## src/rtl/erase_seq_pkg.sv

```systemverilog
package erase_seq_pkg;
  localparam logic [7:0] CMD_PROG_SETUP   = 8'h40;
  localparam logic [7:0] CMD_PROG_VERIFY  = 8'hC0;
  localparam logic [7:0] CMD_ERASE_SETUP  = 8'h20;
  localparam logic [7:0] CMD_ERASE_VERIFY = 8'hA0;
  localparam logic [7:0] BYTE_CHARGED     = 8'h00;
  localparam logic [7:0] BYTE_CLEARED     = 8'hFF;

  typedef enum logic [2:0] {
    PG_IDLE, PG_SETUP, PG_DATA, PG_PULSE, PG_VCMD, PG_READ, PG_WAIT
  } pg_state_t;

  typedef enum logic [3:0] {
    SQ_IDLE, SQ_PREP_GO, SQ_PREP_WAIT, SQ_ESETUP, SQ_ECONF,
    SQ_EPULSE, SQ_EVCMD, SQ_EREAD, SQ_EWAIT
  } sq_state_t;
endpackage

```

## src/rtl/erase_pulse_timer.sv

```systemverilog
module erase_pulse_timer #(
  parameter int unsigned CYCLES = 10
) (
  input  logic clk,
  input  logic rst_n,
  input  logic load,
  output logic expired
);
  localparam int CW = $clog2(CYCLES + 1);
  logic [CW-1:0] remain;

  always_ff @(posedge clk) begin
    if (!rst_n)             remain <= '0;
    else if (load)          remain <= CW'(CYCLES);
    else if (remain != '0)  remain <= remain - CW'(1);
  end

  assign expired = (remain == '0) && !load;

  // a freshly loaded timer never reports expiry on the next cycle
  a_r4_timer_arms: assert property (@(posedge clk) disable iff (!rst_n)
    load |=> !expired);
endmodule

```

## src/rtl/erase_byte_prog.sv

```systemverilog
module erase_byte_prog
  import erase_seq_pkg::*;
#(
  parameter int unsigned AW        = 17,
  parameter int unsigned PULSE_CYC = 500,
  parameter int unsigned MAX_TRIES = 25
) (
  input  logic          clk,
  input  logic          rst_n,
  input  logic          go,
  input  logic [AW-1:0] addr,
  output logic          ok,
  output logic          bad,
  output logic          req_valid,
  input  logic          req_ready,
  output logic          req_write,
  output logic [AW-1:0] req_addr,
  output logic [7:0]    req_wdata,
  input  logic          rsp_valid,
  input  logic [7:0]    rsp_data
);
  localparam int TW = $clog2(MAX_TRIES + 1);

  pg_state_t     st;
  logic [AW-1:0] addr_q;
  logic [TW-1:0] tries;
  logic          t_load, t_exp;

  assign t_load = (st == PG_DATA) && req_ready;

  erase_pulse_timer #(.CYCLES(PULSE_CYC)) u_ptimer (
    .clk(clk), .rst_n(rst_n), .load(t_load), .expired(t_exp)
  );

  always_comb begin
    req_valid = (st == PG_SETUP) || (st == PG_DATA) ||
                (st == PG_VCMD)  || (st == PG_READ);
    req_write = (st != PG_READ);
    req_addr  = addr_q;
    unique case (st)
      PG_SETUP: req_wdata = CMD_PROG_SETUP;
      PG_VCMD:  req_wdata = CMD_PROG_VERIFY;
      default:  req_wdata = BYTE_CHARGED;
    endcase
  end

  always_ff @(posedge clk) begin
    if (!rst_n) begin
      st     <= PG_IDLE;
      addr_q <= '0;
      tries  <= '0;
      ok     <= 1'b0;
      bad    <= 1'b0;
    end else begin
      ok  <= 1'b0;
      bad <= 1'b0;
      unique case (st)
        PG_IDLE:  if (go) begin
                    addr_q <= addr;
                    tries  <= '0;
                    st     <= PG_SETUP;
                  end
        PG_SETUP: if (req_ready) st <= PG_DATA;
        PG_DATA:  if (req_ready) begin
                    tries <= tries + TW'(1);
                    st    <= PG_PULSE;
                  end
        PG_PULSE: if (t_exp) st <= PG_VCMD;
        PG_VCMD:  if (req_ready) st <= PG_READ;
        PG_READ:  if (req_ready) st <= PG_WAIT;
        PG_WAIT:  if (rsp_valid) begin
                    if (rsp_data == BYTE_CHARGED) begin
                      ok <= 1'b1;
                      st <= PG_IDLE;
                    end else if (tries == TW'(MAX_TRIES)) begin
                      bad <= 1'b1;
                      st  <= PG_IDLE;
                    end else begin
                      st <= PG_SETUP;
                    end
                  end
        default:  st <= PG_IDLE;
      endcase
    end
  end

  // attempt counter never passes its cap
  a_r3_try_cap: assert property (@(posedge clk) disable iff (!rst_n)
    tries <= TW'(MAX_TRIES));
  // request fields held during a stall
  a_r9_pg_hold: assert property (@(posedge clk) disable iff (!rst_n)
    (req_valid && !req_ready) |=> (req_valid && $stable(req_addr) &&
                                   $stable(req_wdata) && $stable(req_write)));
  // ok and bad never together
  a_r3_one_verdict: assert property (@(posedge clk) disable iff (!rst_n)
    !(ok && bad));
endmodule

```

## src/rtl/erase_array_seq.sv

```systemverilog
module erase_array_seq
  import erase_seq_pkg::*;
#(
  parameter int unsigned AW               = 17,
  parameter int unsigned PROG_PULSE_CYC   = 500,
  parameter int unsigned ERASE_PULSE_CYC  = 500000,
  parameter int unsigned PROG_MAX_TRIES   = 25,
  parameter int unsigned ERASE_MAX_PULSES = 1000
) (
  input  logic          clk,
  input  logic          rst_n,
  input  logic          start,
  output logic          busy,
  output logic          done,
  output logic          fail,
  output logic          bus_valid,
  input  logic          bus_ready,
  output logic          bus_write,
  output logic [AW-1:0] bus_addr,
  output logic [7:0]    bus_wdata,
  input  logic          rsp_valid,
  input  logic [7:0]    rsp_data
);
  localparam int EW = $clog2(ERASE_MAX_PULSES + 1);
  localparam logic [AW-1:0] LAST_ADDR = {AW{1'b1}};

  sq_state_t     st;
  logic [AW-1:0] prep_addr, vaddr;
  logic [EW-1:0] epulses;
  logic          in_prep, in_erase;
  logic          e_load, e_exp;

  logic          pg_ok, pg_bad, pg_valid, pg_write;
  logic [AW-1:0] pg_addr;
  logic [7:0]    pg_wdata;
  logic          own_valid, own_write;
  logic [7:0]    own_wdata;

  assign in_prep  = (st == SQ_PREP_GO) || (st == SQ_PREP_WAIT);
  assign in_erase = (st == SQ_ESETUP) || (st == SQ_ECONF) || (st == SQ_EPULSE) ||
                    (st == SQ_EVCMD)  || (st == SQ_EREAD) || (st == SQ_EWAIT);
  assign busy     = (st != SQ_IDLE);
  assign e_load   = (st == SQ_ECONF) && bus_ready;

  erase_byte_prog #(
    .AW(AW), .PULSE_CYC(PROG_PULSE_CYC), .MAX_TRIES(PROG_MAX_TRIES)
  ) u_prog (
    .clk(clk), .rst_n(rst_n),
    .go(st == SQ_PREP_GO), .addr(prep_addr),
    .ok(pg_ok), .bad(pg_bad),
    .req_valid(pg_valid), .req_ready(bus_ready && in_prep),
    .req_write(pg_write), .req_addr(pg_addr), .req_wdata(pg_wdata),
    .rsp_valid(rsp_valid), .rsp_data(rsp_data)
  );

  erase_pulse_timer #(.CYCLES(ERASE_PULSE_CYC)) u_etimer (
    .clk(clk), .rst_n(rst_n), .load(e_load), .expired(e_exp)
  );

  always_comb begin
    own_valid = (st == SQ_ESETUP) || (st == SQ_ECONF) ||
                (st == SQ_EVCMD)  || (st == SQ_EREAD);
    own_write = (st != SQ_EREAD);
    own_wdata = (st == SQ_EVCMD) ? CMD_ERASE_VERIFY : CMD_ERASE_SETUP;
    if (in_prep) begin
      bus_valid = pg_valid;
      bus_write = pg_write;
      bus_addr  = pg_addr;
      bus_wdata = pg_wdata;
    end else begin
      bus_valid = own_valid;
      bus_write = own_write;
      bus_addr  = vaddr;
      bus_wdata = own_wdata;
    end
  end

  always_ff @(posedge clk) begin
    if (!rst_n) begin
      st        <= SQ_IDLE;
      prep_addr <= '0;
      vaddr     <= '0;
      epulses   <= '0;
      done      <= 1'b0;
      fail      <= 1'b0;
    end else begin
      unique case (st)
        SQ_IDLE:      if (start) begin
                        done      <= 1'b0;
                        fail      <= 1'b0;
                        prep_addr <= '0;
                        st        <= SQ_PREP_GO;
                      end
        SQ_PREP_GO:   st <= SQ_PREP_WAIT;
        SQ_PREP_WAIT: if (pg_bad) begin
                        fail <= 1'b1;
                        st   <= SQ_IDLE;
                      end else if (pg_ok) begin
                        if (prep_addr == LAST_ADDR) begin
                          vaddr   <= '0;
                          epulses <= '0;
                          st      <= SQ_ESETUP;
                        end else begin
                          prep_addr <= prep_addr + AW'(1);
                          st        <= SQ_PREP_GO;
                        end
                      end
        SQ_ESETUP:    if (bus_ready) st <= SQ_ECONF;
        SQ_ECONF:     if (bus_ready) begin
                        epulses <= epulses + EW'(1);
                        st      <= SQ_EPULSE;
                      end
        SQ_EPULSE:    if (e_exp) st <= SQ_EVCMD;
        SQ_EVCMD:     if (bus_ready) st <= SQ_EREAD;
        SQ_EREAD:     if (bus_ready) st <= SQ_EWAIT;
        SQ_EWAIT:     if (rsp_valid) begin
                        if (rsp_data == BYTE_CLEARED) begin
                          if (vaddr == LAST_ADDR) begin
                            done <= 1'b1;
                            st   <= SQ_IDLE;
                          end else begin
                            vaddr <= vaddr + AW'(1);
                            st    <= SQ_EVCMD;
                          end
                        end else if (epulses == EW'(ERASE_MAX_PULSES)) begin
                          fail <= 1'b1;
                          st   <= SQ_IDLE;
                        end else begin
                          st <= SQ_ESETUP;
                        end
                      end
        default:      st <= SQ_IDLE;
      endcase
    end
  end

  // Read-outstanding tracker used by the protocol check below
  logic rd_out;
  always_ff @(posedge clk) begin
    if (!rst_n)                                rd_out <= 1'b0;
    else if (bus_valid && bus_ready && !bus_write) rd_out <= 1'b1;
    else if (rsp_valid)                        rd_out <= 1'b0;
  end

  a_r9_one_read: assert property (@(posedge clk) disable iff (!rst_n)
    rd_out |-> !bus_valid);
  a_r9_bus_hold: assert property (@(posedge clk) disable iff (!rst_n)
    (bus_valid && !bus_ready) |=> (bus_valid && $stable(bus_addr) &&
                                   $stable(bus_wdata) && $stable(bus_write)));
  a_r11_exclusive: assert property (@(posedge clk) disable iff (!rst_n)
    !(done && fail));
  a_r8_pulse_cap: assert property (@(posedge clk) disable iff (!rst_n)
    epulses <= EW'(ERASE_MAX_PULSES));
  a_r6_no_rewind: assert property (@(posedge clk) disable iff (!rst_n)
    (in_erase && $past(in_erase)) |-> (vaddr >= $past(vaddr)));
  a_r7_quiet: assert property (@(posedge clk) disable iff (!rst_n)
    (done || fail) |-> !bus_valid);
endmodule

```

## config.mk

```make
export PLATFORM = sky130hd
export DESIGN_NAME = erase_array_seq
export DESIGN_NICKNAME = d
export VERILOG_FILES = /design/src/rtl/erase_seq_pkg.sv /design/src/rtl/erase_pulse_timer.sv /design/src/rtl/erase_byte_prog.sv /design/src/rtl/erase_array_seq.sv
export SDC_FILE = /design/constraint.sdc
export NUM_CORES = 1
export LEC_CHECK = 0
export ABC_AREA = 0
export BUFFER_PORTS_ARGS = -buffer_cell sky130_fd_sc_hd__buf_2
export CAP_MARGIN = 40
export CELL_PAD_IN_SITES_DETAIL_PLACEMENT = 0
export CELL_PAD_IN_SITES_GLOBAL_PLACEMENT = 2
export CORE_MARGIN = 4
export CORE_UTILIZATION = 41
export CTS_BUF_LIST = sky130_fd_sc_hd__clkbuf_4
export DETAILED_ROUTE_END_ITERATION = 10
export PLACE_DENSITY_LB_ADDON = 0.1
export SETUP_SLACK_MARGIN = 0.15
export SYNTH_ARGS = -nofsm -noshare
export SYNTH_HDL_FRONTEND = slang
export SYNTH_SLANG_ARGS = --single-unit
```

## constraint.sdc

```tcl
create_clock -name clk -period 6.75 [get_ports clk]
set_clock_uncertainty 0.2 [all_clocks]
set_input_delay 2.025 -clock clk [delete_from_list [all_inputs] [get_ports clk]]
set_output_delay 2.025 -clock clk [all_outputs]
set_load 0.01 [all_outputs]
```

==> results by stage <==
Global routing:
- Summed over all layers, the global routing overflow is 0.
- The largest net degree at the start of global routing is 41.
- The number of global-route vias before repair came to 4145.
- The number of antenna violations at the first check in global routing is 0.
- The first-pass GRT wire length is 21.58 mm.
- In the global route stage, overall resource usage came out at 17.83%.

Synth:
- The library cell with the largest summed area after synthesis is dfxtp_1.
- The synthesized netlist occupies a cell area of 5504 um^2.
- After synthesis, the cell types taking the most area are dfxtp_1 (38%), nor2_1 (6.2%), xor2_1 (5.4%).
- The synthesized area divided by synthesized cell count is 8.641 um^2.
- The number of instances in the synthesized netlist is 637.
- The number of flops mapped to enable cells by yosys is 0.
- For this run, asynchronously set or reset flops after synthesis account for 0%.
- During synthesis, Yosys emitted a total of 0 warnings.
- The synthesized netlist contains 62 unique library cells.
- The top-area cell type share of the netlist area is approximately two fifths.
- After synthesis the netlist holds a flip-flop and latch count of between 100 and 150.
- The sequential element share of the synthesized area is 38.19%.
- For this run, the leading register cell type out of synthesis is dfxtp_1.

STA:
- The fraction of the cycle the final worst path needs is 73.55%.
- Derived from the worst setup path, the maximum achievable clock frequency is 0.2014 GHz.
- The total count of hold-check failures in the final report is 0.
- The count of endpoints failing setup in the final report is 0.
- The total count of max-transition violations in the final report is 0.
- The slew at the pin closest to its max-slew limit is ~940 ps.
- Setup repair after global routing left no endpoint under its margin.
- The worst max-slew margin expressed relative to the limit is 37.55%.
- The tightest hold path in the finished design has a slack of just under 300 ps.
- The setup TNS is 0 ps.
- The clock period could shrink to slightly below 5000 ps.

Die:
- The row count is 42.
- 43 I/O pins were placed.
- The chip height is 123.9 um.
- For this configuration, the core starts out at a cell density of 41.73%.
- The die width is around 120 um.
- The floorplan die area is 15340 um^2.
- The total core area is between 10000 and 15000 um^2.

Final layout:
- The area used by sequential logic in the layout is 2102 um^2.
- The layout has 1330 filler cells.
- Compared with the post-synthesis result, the final layout area differs by 8.457%.
- The post-route netlist has 13.73% of its cells at a drive strength greater than 1.
- The total inserted antenna cells is 0.
- The final layout net count is 683.
- In the final layout, the multi-input gates occupy 3187 um^2.

Power and ir drop:
- Combinational logic is responsible for around 39% of the overall power.
- The clock network power share is 19.3%.
- The net switching component of the power is 0.7138 mW.
- The internal power of the cells is 1.149 mW.
- Across the VDD grid, the largest voltage drop is 0.1248 mV.
- The leakage power total is 2.222 nW.
- Net switching is between 30% and 40% of the power.
- For this design the ratio of total power to cell area is 312.1 nW/um^2.
- Sequential cells account for between 40% and 50% of the total power.

Clock tree:
- Hold repair after CTS inserted 0 buffers.
- The clock root buffer is clkbuf_4.
- Counting the buffers created by CTS gives 9.
- The post-cts resize count is 0.
- The count of clock tree sinks is 105.
- The total setup buffers inserted after CTS is 0.
- The maximum level of the CTS H-tree is 3.
- After clock tree synthesis, the clock-pin slew on the worst setup and hold paths is 150 ps.
- The insertion delay to the later sink of the worst-skew pair is 470 ps.
- The clock passes through at most 2 buffers.
- The clock tree from TritonCTS is yes.

Placement:
- The count of buffers from port buffering is 37.
- The half-perimeter wire length of the detailed placement result is 9.268 mm.
- The last weighted congestion value of the routability-driven placer is 0.7806.

Outcome:
- The flow ran to the end, and the final reports show no timing, DRC or antenna violations.

Setup path:
- STA classifies the critical path endpoint as an output pin.
- The largest driver fanout on the critical path is 20.
- The worst setup path is launched from a register.
- Data on the critical path is required at its endpoint by 4530 ps.
- The type of the setup path with the least slack is reg -> out.
- Data on the critical path arrives at its endpoint at 2740 ps.

Routing:
- The wire length reported by the detailed router is 12.88 mm.
- The first routing iteration left about 380 violations.
- The routed length per placed instance is approximately 15 um.
- The detailed-route DRC error count is 0.
- The count of nets left with antenna violations once routing finished came out at 0.
- The detailed router placed 4443 vias in this run.
- Using the TritonRoute via totals, the vias-per-cell ratio works out to 5.296.
- Before antenna repair, the detailed router went through 5 iterations.

Run:
- Across the run, the number of max-cap violations was 0.

Min path:
- The worst min-delay path class is reg -> reg.
-- synthesized netlist by cell type (12+ instances only) --
cell type and instances:
a21boi_0 12, a21oi_1 14, clkbuf_1 20, dfxtp_1 105
inv_1 17, mux2_2 18, mux2i_1 25, nand2_1 34
nand3_1 20, nand4_1 17, nor2_1 91, nor2b_1 18
nor3_1 24, nor4_1 13, o21ai_0 19, xnor2_1 25
xor2_1 34
-- power groups by stage --
stage	combinational, mW	sequential (mW)	clock, mW
floorplan	0.592	0.761	0
global placement	0.694	0.794	0
detailed placement	0.719	0.798	0
CTS	0.723	0.785	0.379
global route	0.819	0.801	0.402
finish	0.719	0.786	0.359
-- state kept, by name, summed over array words and instances, names as in the netlist, 3 cells and up --
| name | count |
|---|---|
| u_etimer.remain | 19 |
| u_prog.st | 3 |
| u_prog.tries | 5 |
| epulses | 10 |
| vaddr | 17 |
| u_prog.u_ptimer.remain | 9 |
| st | 4 |
| prep_addr | 17 |
| u_prog.req_addr | 17 |
-- final cells by class --
cell class                      count  area share, %
Tap cell                          176          3.689
Sequential cell                   105          35.21
Timing Repair Buffer               44          4.108
Clock buffer                        9          1.132
Clock inverter                      6          1.404
Multi-Input combinational cell    482          53.39
Inverter                           17          1.069
-- cell families after synthesis --
group	synth area share, %
adders and majority gates	2.501
buffers and inverters	4.296
muxes	8.229
and+or+nand+nor	27.51
other	0.06813
AOI/OAI and AO/OA	9.821
xor gates and xnor gates	9.389
DFF	38.19
-- critical path, stage by stage, from the launching register on --
cell      delay, ps
dfxtp_1         770
xnor2_1         270
nand2b_1        520
buf_8           220
mux2_2          340
buf_2           140
-- cells in the final DEF (no fill, tap or decap), drive strengths merged, types with 5 or more instances in the layout --
master  Yosys  routed
dfxtp     105     105
nor2       91      91
buf        17      44
nand2      35      35
xor2       34      34
xnor2      25      25
mux2i      25      25
nor3       24      24
nand3      20      20
o21ai      19      19
mux2       18      18
nor2b      18      18
inv        17      17
nand4      17      17
a21oi      14      14
nor4       14      14
a21boi     12      12
ha         11      11
nand2b      9       9
clkbuf     20       9
nor3b       7       7
or4         7       7
or2         6       6
and3        5       5
o211ai      5       5
or3         5       5
conb        1       5
-- metal layers --
layer | GRT usage [%] | routed length [um]
met1 | 25.41 | 6462
met2 | 27.44 | 5738
met3 | 2.770 | 492
met4 | 6.021 | 189
met5 | 0 | 0
-- final timing paths --
path                                                  startpoint                                to  slack (ps)  depth (start not counted)
worst max-delay path                          st[0]$_SDFFE_PN0P_                       bus_addr[6]        1790                          5
worst min-delay path            u_etimer.remain[11]$_SDFFE_PP0P_  u_etimer.remain[11]$_SDFFE_PP0P_         290                          2
worst min register to register  u_etimer.remain[11]$_SDFFE_PP0P_  u_etimer.remain[11]$_SDFFE_PP0P_         290                          2
worst max register to register         prep_addr[3]$_SDFFE_PN0P_            vaddr[15]$_SDFFE_PN0P_        3010                         10
-- stage by stage --
stage	setup slack (ps)	utilization, %	power [mW]	instances	area [um^2]
3_3_place_gp	2159	43.77	1.488	819	5773
5_1_grt	1548	45.26	2.022	839	5969
6_report	1785	45.26	1.863	839	5969
4_1_cts	1726	45.26	1.887	839	5969
3_5_place_dp	2299	44.11	1.517	824	5818
2_1_floorplan	2815	-	1.354	641	5519
(Power assumes the default switching activity.)
